<file path="config.mk">
export PLATFORM = sky130hd
export DESIGN_NAME = ptp_stamp_capture
export DESIGN_NICKNAME = d
export VERILOG_FILES = /design/src/rtl/ptp_cap_pkg.sv /design/src/rtl/ptp_rx_filter.sv /design/src/rtl/ptp_cap_chan.sv /design/src/rtl/ptp_cap_regs.sv /design/src/rtl/ptp_stamp_capture.sv
export SDC_FILE = /design/constraint.sdc
export NUM_CORES = 1
export LEC_CHECK = 0
export BUFFER_PORTS_ARGS = -buffer_cell sky130_fd_sc_hd__buf_2
export CAP_MARGIN = 10
export CORE_AREA = 2 2 139 141
export CTS_CLUSTER_DIAMETER = 100
export DETAILED_ROUTE_END_ITERATION = 8
export DIE_AREA = 0 0 141 143
export GPL_TIMING_DRIVEN = 0
export PLACE_DENSITY_LB_ADDON = 0.2
export SYNTH_ARGS = -nofsm -noshare
export SYNTH_HDL_FRONTEND = slang
export SYNTH_HIERARCHICAL = 1
export SYNTH_SLANG_ARGS = --single-unit
export TNS_END_PERCENT = 20
</file>
<file path="constraint.sdc">
create_clock -name clk -period 4 [get_ports clk]
set_clock_uncertainty 0.05 [all_clocks]
set_input_delay 0.6 -clock clk [delete_from_list [all_inputs] [get_ports clk]]
set_output_delay 0.6 -clock clk [all_outputs]
set_load 0.01 [all_outputs]
</file>
<file path="src/rtl/ptp_cap_pkg.sv">
package ptp_cap_pkg;
  localparam int ADDR_W     = 3;
  localparam int REG_W      = 32;
  localparam int TIME_W     = 64;
  localparam int CLASS_W    = 3;

  // control bit positions shared by both directions
  localparam int CTL_VALID  = 0;
  localparam int CTL_EN     = 4;
  // receive-only fields
  localparam int RX_TYPE_LSB = 1;
  localparam int RX_FREQ    = 5;
  // transmit-only fields
  localparam int TX_DLY_LSB = 12;
  localparam int TX_DLY_W   = 4;
  localparam int TX_DONE    = 30;
  localparam int TX_START   = 31;

  localparam logic [CLASS_W-1:0] TYPE_ALL = 3'd4;

  localparam int N_DIR = 2;
  localparam int DIR_TX = 0;
  localparam int DIR_RX = 1;

  typedef enum logic [ADDR_W-1:0] {
    A_TX_CTRL = 3'd0,
    A_TX_LO   = 3'd1,
    A_TX_HI   = 3'd2,
    A_RX_CTRL = 3'd3,
    A_RX_LO   = 3'd4,
    A_RX_HI   = 3'd5
  } reg_idx_e;
endpackage

</file>
<file path="src/rtl/ptp_rx_filter.sv">
module ptp_rx_filter
  import ptp_cap_pkg::*;
(
  input  logic [CLASS_W-1:0] filt_type,
  input  logic [CLASS_W-1:0] evt_class,
  output logic               match
);
  always_comb begin
    match = (filt_type == TYPE_ALL) || (evt_class == filt_type);
  end
endmodule

</file>
<file path="src/rtl/ptp_cap_chan.sv">
module ptp_cap_chan #(
  parameter int TW = 64
) (
  input  logic          clk,
  input  logic          rst_n,
  input  logic          hit,
  input  logic          release_rd,
  input  logic [TW-1:0] time_in,
  output logic          held,
  output logic [TW-1:0] stamp
);
  logic take;
  assign take = hit && !held;

  always_ff @(posedge clk or negedge rst_n) begin
    if (!rst_n) begin
      held  <= 1'b0;
      stamp <= '0;
    end else begin
      if (take) begin
        held  <= 1'b1;
        stamp <= time_in;
      end else if (release_rd) begin
        held  <= 1'b0;
      end
    end
  end

  assert_stamp_frozen_R4: assert property (@(posedge clk) disable iff (!rst_n)
    held |=> $stable(stamp));
  assert_held_persists_R4: assert property (@(posedge clk) disable iff (!rst_n)
    (held && !release_rd) |=> held);
  assert_release_clears_R5: assert property (@(posedge clk) disable iff (!rst_n)
    (held && release_rd) |=> !held);
  assert_rise_needs_hit_R2: assert property (@(posedge clk) disable iff (!rst_n)
    $rose(held) |-> $past(hit));
endmodule

</file>
<file path="src/rtl/ptp_cap_regs.sv">
module ptp_cap_regs
  import ptp_cap_pkg::*;
(
  input  logic               clk,
  input  logic               rst_n,
  input  logic               wr,
  input  logic               rd,
  input  logic [ADDR_W-1:0]  addr,
  input  logic [REG_W-1:0]   wdata,
  input  logic [N_DIR-1:0]   held,
  input  logic [TIME_W-1:0]  tx_stamp,
  input  logic [TIME_W-1:0]  rx_stamp,
  output logic [REG_W-1:0]   rdata,
  output logic               tx_en,
  output logic               rx_en,
  output logic [CLASS_W-1:0] rx_type,
  output logic [N_DIR-1:0]   release_rd
);
  logic [TX_DLY_W-1:0] tx_dly;
  logic                tx_start, tx_done, rx_freq;
  logic                wr_unused_bits;

  assign wr_unused_bits = ^{wdata[29:16], wdata[11:6]};

  always_ff @(posedge clk or negedge rst_n) begin
    if (!rst_n) begin
      tx_en    <= 1'b0;
      tx_dly   <= '0;
      tx_start <= 1'b0;
      tx_done  <= 1'b0;
      rx_en    <= 1'b0;
      rx_type  <= '0;
      rx_freq  <= 1'b0;
    end else if (wr) begin
      if (addr == A_TX_CTRL) begin
        tx_en    <= wdata[CTL_EN];
        tx_dly   <= wdata[TX_DLY_LSB +: TX_DLY_W];
        tx_start <= wdata[TX_START];
        tx_done  <= wdata[TX_DONE];
      end
      if (addr == A_RX_CTRL) begin
        rx_en   <= wdata[CTL_EN];
        rx_type <= wdata[RX_TYPE_LSB +: CLASS_W];
        rx_freq <= wdata[RX_FREQ];
      end
    end
  end

  always_comb begin
    release_rd         = '0;
    release_rd[DIR_TX] = rd && (addr == A_TX_HI);
    release_rd[DIR_RX] = rd && (addr == A_RX_HI);
  end

  always_comb begin
    rdata = '0;
    case (addr)
      A_TX_CTRL: begin
        rdata[CTL_VALID]                 = held[DIR_TX];
        rdata[CTL_EN]                    = tx_en;
        rdata[TX_DLY_LSB +: TX_DLY_W]    = tx_dly;
        rdata[TX_DONE]                   = tx_done;
        rdata[TX_START]                  = tx_start;
      end
      A_TX_LO:   rdata = tx_stamp[REG_W-1:0];
      A_TX_HI:   rdata = tx_stamp[TIME_W-1:REG_W];
      A_RX_CTRL: begin
        rdata[CTL_VALID]                 = held[DIR_RX];
        rdata[RX_TYPE_LSB +: CLASS_W]    = rx_type;
        rdata[CTL_EN]                    = rx_en;
        rdata[RX_FREQ]                   = rx_freq;
      end
      A_RX_LO:   rdata = rx_stamp[REG_W-1:0];
      A_RX_HI:   rdata = rx_stamp[TIME_W-1:REG_W];
      default:   rdata = '0;
    endcase
  end
endmodule

</file>
<file path="src/rtl/ptp_stamp_capture.sv">
module ptp_stamp_capture
  import ptp_cap_pkg::*;
(
  input  logic               clk,
  input  logic               rst_n,
  input  logic               tx_evt,
  input  logic               rx_evt,
  input  logic [CLASS_W-1:0] rx_class,
  input  logic [TIME_W-1:0]  sys_time,
  input  logic               reg_wr,
  input  logic               reg_rd,
  input  logic [ADDR_W-1:0]  reg_addr,
  input  logic [REG_W-1:0]   reg_wdata,
  output logic [REG_W-1:0]   reg_rdata
);
  logic               tx_en, rx_en, rx_match;
  logic [CLASS_W-1:0] rx_type;
  logic [N_DIR-1:0]   hit, held, release_rd;
  logic [TIME_W-1:0]  stamp [N_DIR];

  ptp_rx_filter u_filter (
    .filt_type (rx_type),
    .evt_class (rx_class),
    .match     (rx_match)
  );

  assign hit[DIR_TX] = tx_evt && tx_en;
  assign hit[DIR_RX] = rx_evt && rx_en && rx_match;

  for (genvar d = 0; d < N_DIR; d++) begin : g_dir
    ptp_cap_chan #(.TW(TIME_W)) u_chan (
      .clk        (clk),
      .rst_n      (rst_n),
      .hit        (hit[d]),
      .release_rd (release_rd[d]),
      .time_in    (sys_time),
      .held       (held[d]),
      .stamp      (stamp[d])
    );
  end

  ptp_cap_regs u_regs (
    .clk        (clk),
    .rst_n      (rst_n),
    .wr         (reg_wr),
    .rd         (reg_rd),
    .addr       (reg_addr),
    .wdata      (reg_wdata),
    .held       (held),
    .tx_stamp   (stamp[DIR_TX]),
    .rx_stamp   (stamp[DIR_RX]),
    .rdata      (reg_rdata),
    .tx_en      (tx_en),
    .rx_en      (rx_en),
    .rx_type    (rx_type),
    .release_rd (release_rd)
  );

  assert_rx_needs_enable_R6: assert property (@(posedge clk) disable iff (!rst_n)
    $rose(held[DIR_RX]) |-> $past(rx_en && rx_evt));
  assert_tx_needs_enable_R3: assert property (@(posedge clk) disable iff (!rst_n)
    $rose(held[DIR_TX]) |-> $past(tx_en && tx_evt));
  assert_hi_read_rx_R8: assert property (@(posedge clk) disable iff (!rst_n)
    (reg_rd && reg_addr == A_RX_HI) |=> !held[DIR_RX]);
endmodule

</file>
==> flow_metrics.tcl, run 1 <==
set metrics [dict create \
    cts_resized 0 \
    clk_pin_slew_ps 60 \
    tightest_slew_ps 717 \
    slew_violations 0 \
    cts_hold_buf 0 \
    max_cap_violations 0 \
    timing.rr.start "u_regs/rx_type[2]$_DFFE_PN0P_" \
    cts.sinks 142 \
    crit_chain "buf_2, buf_4, nor2b_1, o21ba_2, nor2_1, o21ai_0, buf_2" \
    status "completed" \
    seq_area_frac_synth_pct 48.3 \
    synth-seq-cells 142 \
    grt_overflow_total 0 \
    critPathSlowestCell "nor2b_1" \
    vias 4819 \
    r2r_slack_ps 1750 \
    grt_setup_unrepaired "no" \
    relSlewSlack_pct 52.1 \
    fillCellCount 1618 \
    grt_pass1_wl_microns 30900 \
    cp_common_cell "buf_2" \
    grt_pass1_vias 5228 \
    cts_tree "built" \
    cts_made_buffers 17 \
    synthTopCellsByArea "dfrtp_1, mux2_4, mux2_2" \
    synth_nets 618 \
    io_pins 140 \
    synth_top_area_share_pct 48.3 \
    yosysTopAreaCell "dfrtp_1" \
    post-route-cell-area_sq_um 8910 \
    dp_hpwl_microns 13700 \
    wirelength_microns 20000 \
    ys_warn_count 6 \
    cts_htree_levels 4 \
    r2r-end "g_dir[1].u_chan/stamp[1]$_DFFE_PN0P_" \
    antenna_found_initial 2 \
    via_per_inst 5.39 \
    hp-class "in2async" \
    power.density_nw_per_um2 668 \
    layout-drive-gt1-share_pct 53.3 \
    ant_nets 0 \
    hold_violations 0 \
    fin_crit_sh_pct 76.1 \
    place_area_sq_um 8280 \
    worst-path-max-fanout 10 \
    die_area_sq_um 20200 \
    die_width_microns 141 \
    place_congestion 0.802 \
    ir_drop_mv 0.338 \
    yosysMostFrequentCell "dfrtp_1" \
    p_switching_mw 1.60 \
    period_minus_slack_ps 3050 \
    p_clk_share_pct 28.5 \
    synth_async_sr_flop_share_pct 100 \
    grt_max_degree 104 \
    synth.distinct_cells 42 \
    drt-initial-drc-count 321 \
    row_count 50 \
    syn_to_final_growth_pct 21.0 \
    drcViolationCount 0 \
    synth_edf_count 0 \
    pwr-share-seq_pct 42.6 \
    track_usage_pct 20.6 \
    syn_area_sq_um 7360 \
    core-area_sq_um 18600 \
    p_leak_nw 4.15 \
    netlist_top_cells_count "dfrtp_1, mux2_4, mux2_2" \
    cts_buffer_depth 2 \
    die_h_microns 143 \
    synth_ff_type "dfrtp_1" \
    wl_per_cell_microns 22.3 \
    crit_type "in2out" \
    setup_tns_ps 0 \
    drtPass1Iterations 4 \
    clk_latency_ps 420 \
    utilization_pct 48.0 \
    rr_worst_depth 9 \
    clock.fmax_ghz 0.328 \
    crit_path_end_kind "primary output" \
    syn_inst 508 \
    swShare_pct 26.9 \
    max_stage_delay_ps 610 \
    initial_utilization_pct 39.6 \
    required_ps 3350 \
    setup_viol_count_final 0 \
    combPwrFrac_pct 28.9 \
    cts_setup_buffers 0 \
    crit_path_start_kind "primary input" \
    syn_area_per_cell_sq_um 14.5 \
    crit_arrival_ps 2400 \
    cts-root-buf "clkbuf_16" \
    nets 756 \
    io_buffers 118 \
    p_int_mw 4.35 \
]
## metrics by stage
step	power (mW)	setup slack (ps)	instances	hold slack [ps]
6_report	5.95	955	894	42.1
5_1_grt	6.25	851	893	66.4
4_1_cts	5.98	979	893	43.8
3_5_place_dp	4.26	995	861	441
3_3_place_gp	4.17	305	860	437
2_1_floorplan	3.79	1750	508	254
## power by group through the flow
stage	clock (mW)	combinational, mW	sequential, mW
after floorplan	0	1.40	2.39
final	1.70	1.72	2.53
after global placement	0	1.67	2.50
after detailed placement	0	1.72	2.54
after global routing	1.79	1.85	2.61
after CTS	1.72	1.73	2.53
## flip-flops by register name, summed over array words and instances (netlist names)
register and flops:
g_dir.u_chan/held 2, u_regs/rx_type 3, u_regs/tx_dly 4, u_regs/rx_freq 1
u_regs/rx_en 1, g_dir.u_chan/stamp 128, u_regs/tx_start 1, u_regs/tx_en 1
u_regs/tx_done 1
## layout by cell type, fill, tap and decap left out, drive strengths merged, types with 4 or more instances in the layout
master	synthesis	final
nor2	19	19
nand2	14	14
a22oi	21	21
dfrtp	142	142
nor3	4	4
clkbuf	1	20
bufinv	0	4
buf	33	152
mux2i	24	24
a21oi	24	24
o22a	4	4
mux2	153	153
nor2b	8	8
o22ai	14	14
o21ai	10	10
and3	4	4
clkinv	0	6
## area by class of cell
class	instances	area (sq um)	share of cell area (%)
Antenna cell	1	2.50	0.0281
Timing Repair Buffer	119	624	7.00
Buffer	34	419	4.70
Clock buffer	19	443	4.97
Inverter	1	3.75	0.0421
Multi-Input combinational cell	331	3390	38.0
Clock inverter	13	186	2.09
Tap cell	234	293	3.28
Sequential cell	142	3550	39.9
## worst max-delay path by stage
stage | startpoint | end
after floorplan | reg_addr[1] | reg_rdata[23]
after global placement | rst_n | g_dir[1].u_chan/stamp[51]$_DFFE_PN0P_
after detailed placement | reg_addr[1] | reg_rdata[8]
after CTS | reg_addr[1] | reg_rdata[8]
after global routing | reg_addr[1] | reg_rdata[23]
final | reg_addr[1] | reg_rdata[8]
## kinds of logic (layout without fill, tap and decap cells)
kind of cell    count (synthesis)  in the layout  share of synthesized area (%)
compound gates                 92             92                           8.41
fa+ha+maj                       2              2                          0.340
buf+inv                        35            186                           5.74
flops                         142            142                           48.3
mux                           178            178                           33.1
other cells                     0              1                              0
simple gates                   59             59                           4.18
## per-layer routing
metal	GRT usage (%)	routed length, microns	vias up
met5	0	13	-
met4	5.74	364	2
met3	5.30	1160	32
met2	34.0	9580	142
met1	27.0	8830	2486
li1	-	-	2157
## worst max-delay path: cells and delay by family
kind	cells	cell delay (ps)
and+or+nand+nor	2	740
AOI/OAI and AO/OA	2	560
buffers and inverters	3	490
No activity file was read; power rests on OpenSTA's default activity.
==> run 2: changes to the inputs <==
==> constraint.sdc (replaced) <==
create_clock -name clk -period 3.1 [get_ports clk]
set_clock_uncertainty 0.05 [all_clocks]
set_input_delay 0.465 -clock clk [delete_from_list [all_inputs] [get_ports clk]]
set_output_delay 0.465 -clock clk [all_outputs]
set_load 0.01 [all_outputs]
==> flow_metrics.tcl, run 2 (same netlist as run 1, synthesis figures left out) <==
set metrics [dict create \
    status "completed" \
    max_stage_delay_ps 640 \
    cp_common_cell "buf_2" \
    cts_htree_levels 4 \
    drcViolationCount 0 \
    crit_arrival_ps 2280 \
    cts.sinks 142 \
    io_pins 140 \
    pwr-share-seq_pct 42.6 \
    max_cap_violations 0 \
    clk_pin_slew_ps 60 \
    cts-root-buf "clkbuf_16" \
    cts_buffer_depth 2 \
    hp-class "in2reg" \
    setup_slack_ps 302 \
    period_minus_slack_ps 2800 \
    track_usage_pct 20.6 \
    p_switching_mw 2.07 \
    fin_crit_sh_pct 90.3 \
    clk_latency_ps 420 \
    grt_overflow_total 0 \
    wirelength_microns 20000 \
    worst-path-max-fanout 10 \
    ir_drop_mv 0.435 \
    utilization_pct 48.0 \
    cts_tree "built" \
    die_h_microns 143 \
    power.density_nw_per_um2 861 \
    critPathSlowestCell "nor2b_1" \
    dp_slack_ps 365 \
    swShare_pct 26.9 \
    die_width_microns 141 \
    top_register "g_dir.u_chan/stamp" \
    io_buffers 118 \
    grt_pass1_wl_microns 30900 \
    dr_wl_met2_microns 9650 \
    top_layer_used "met5" \
    tightest_slew_ps 762 \
    core-area_sq_um 18600 \
    drtPass1Iterations 4 \
    wl_met1_microns 8960 \
    p_leak_nw 4.15 \
    clock.fmax_ghz 0.357 \
    final_cell_mix "dfrtp_1, buf_2, mux2_4, mux2_2" \
    layout_commonest_cell "dfrtp_1" \
    setup_viol_count_final 0 \
    route.met3.wl_microns 1090 \
    layout-drive-gt1-share_pct 53.2 \
    required_ps 2580 \
    dp_hpwl_microns 13700 \
    initial_utilization_pct 39.6 \
    combPwrFrac_pct 28.9 \
    whs_ps 221 \
    ant_nets 0 \
    cts_setup_buffers 0 \
    drt-initial-drc-count 289 \
    cts_made_buffers 17 \
    grt_pass1_vias 5228 \
    crit_type "in2out" \
    cts_hold_buf 1 \
    crit_path_end_kind "primary output" \
    wl_per_cell_microns 22.4 \
    antenna_found_initial 2 \
    nets 757 \
    relSlewSlack_pct 49.1 \
    reg_top3 "g_dir.u_chan/stamp x128, u_regs/tx_dly x4, u_regs/rx_type x3" \
    cts_resized 0 \
    place_congestion 0.802 \
    hold_violations 0 \
    grt_setup_unrepaired "no" \
    vias 4819 \
    largest_reg_flops 128 \
    crit_chain "buf_2, buf_4, nor2b_1, o21ba_2, nor2_1, o21ai_0, buf_2" \
    die_area_sq_um 20200 \
    p_int_mw 5.61 \
    slew_violations 0 \
    via_per_inst 5.39 \
    p_clk_share_pct 28.5 \
    grt_max_degree 104 \
    syn_to_final_growth_pct 21.1 \
    row_count 50 \
    crit_path_start_kind "primary input" \
    diodes 0 \
]
[run 2: area by class of cell]
| cell class | instances | area [sq um] |
|---|---|---|
| Clock inverter | 13 | 186 |
| Timing Repair Buffer | 120 | 634 |
| Multi-Input combinational cell | 331 | 3390 |
| Tap cell | 234 | 293 |
| Fill cell | 1617 | 9660 |
| Clock buffer | 19 | 443 |
| Sequential cell | 142 | 3550 |
| Inverter | 1 | 3.75 |
| Buffer | 34 | 419 |
[run 2: metal layers]
layer	vias to the layer above	GRT usage, %
met5	-	0
met4	2	5.74
met3	25	5.30
met2	131	34.0
met1	2503	27.0
li1	2158	-
[run 2: power by group through the flow]
stage	sequential, mW	combinational (mW)	clock (mW)
floorplan	3.09	1.81	0
global placement	3.23	2.15	0
detailed placement	3.28	2.22	0
CTS	3.27	2.23	2.22
global route	3.37	2.38	2.31
finish	3.27	2.22	2.19
[run 2: final timing paths]
kind | cells past startpoint | to | from | slack (ps)
hold reg to reg | 1 | u_regs/tx_start$_DFFE_PN0P_ | u_regs/tx_start$_DFFE_PN0P_ | 450
setup reg to reg | 9 | g_dir[1].u_chan/stamp[1]$_DFFE_PN0P_ | u_regs/rx_type[2]$_DFFE_PN0P_ | 860
hold / removal | 2 | u_regs/tx_dly[3]$_DFFE_PN0P_ | reg_wdata[15] | 220
min in group asynchronous | 2 | g_dir[0].u_chan/stamp[15]$_DFFE_PN0P_ | rst_n | 480
max in group asynchronous | 3 | g_dir[0].u_chan/stamp[8]$_DFFE_PN0P_ | rst_n | 1650
setup / recovery | 7 | reg_rdata[8] | reg_addr[1] | 300
[run 2: per-stage QoR]
stage               area (sq um)  instances  total power, mW  setup TNS (ps)
floorplan                   7360        508             4.90               0
global placement            8250        860             5.38          -63740
finish                      8920        894             7.68               0
detailed placement          8280        861             5.49               0
global route                8920        894             8.07               0
CTS                         8920        894             7.72               0
[run 2: worst max-delay path, delay by kind of cell]
family,cells,cell delay (ps)
and+or+nand+nor,2,770
buffers and inverters,3,490
AOI/OAI and AO/OA,2,550
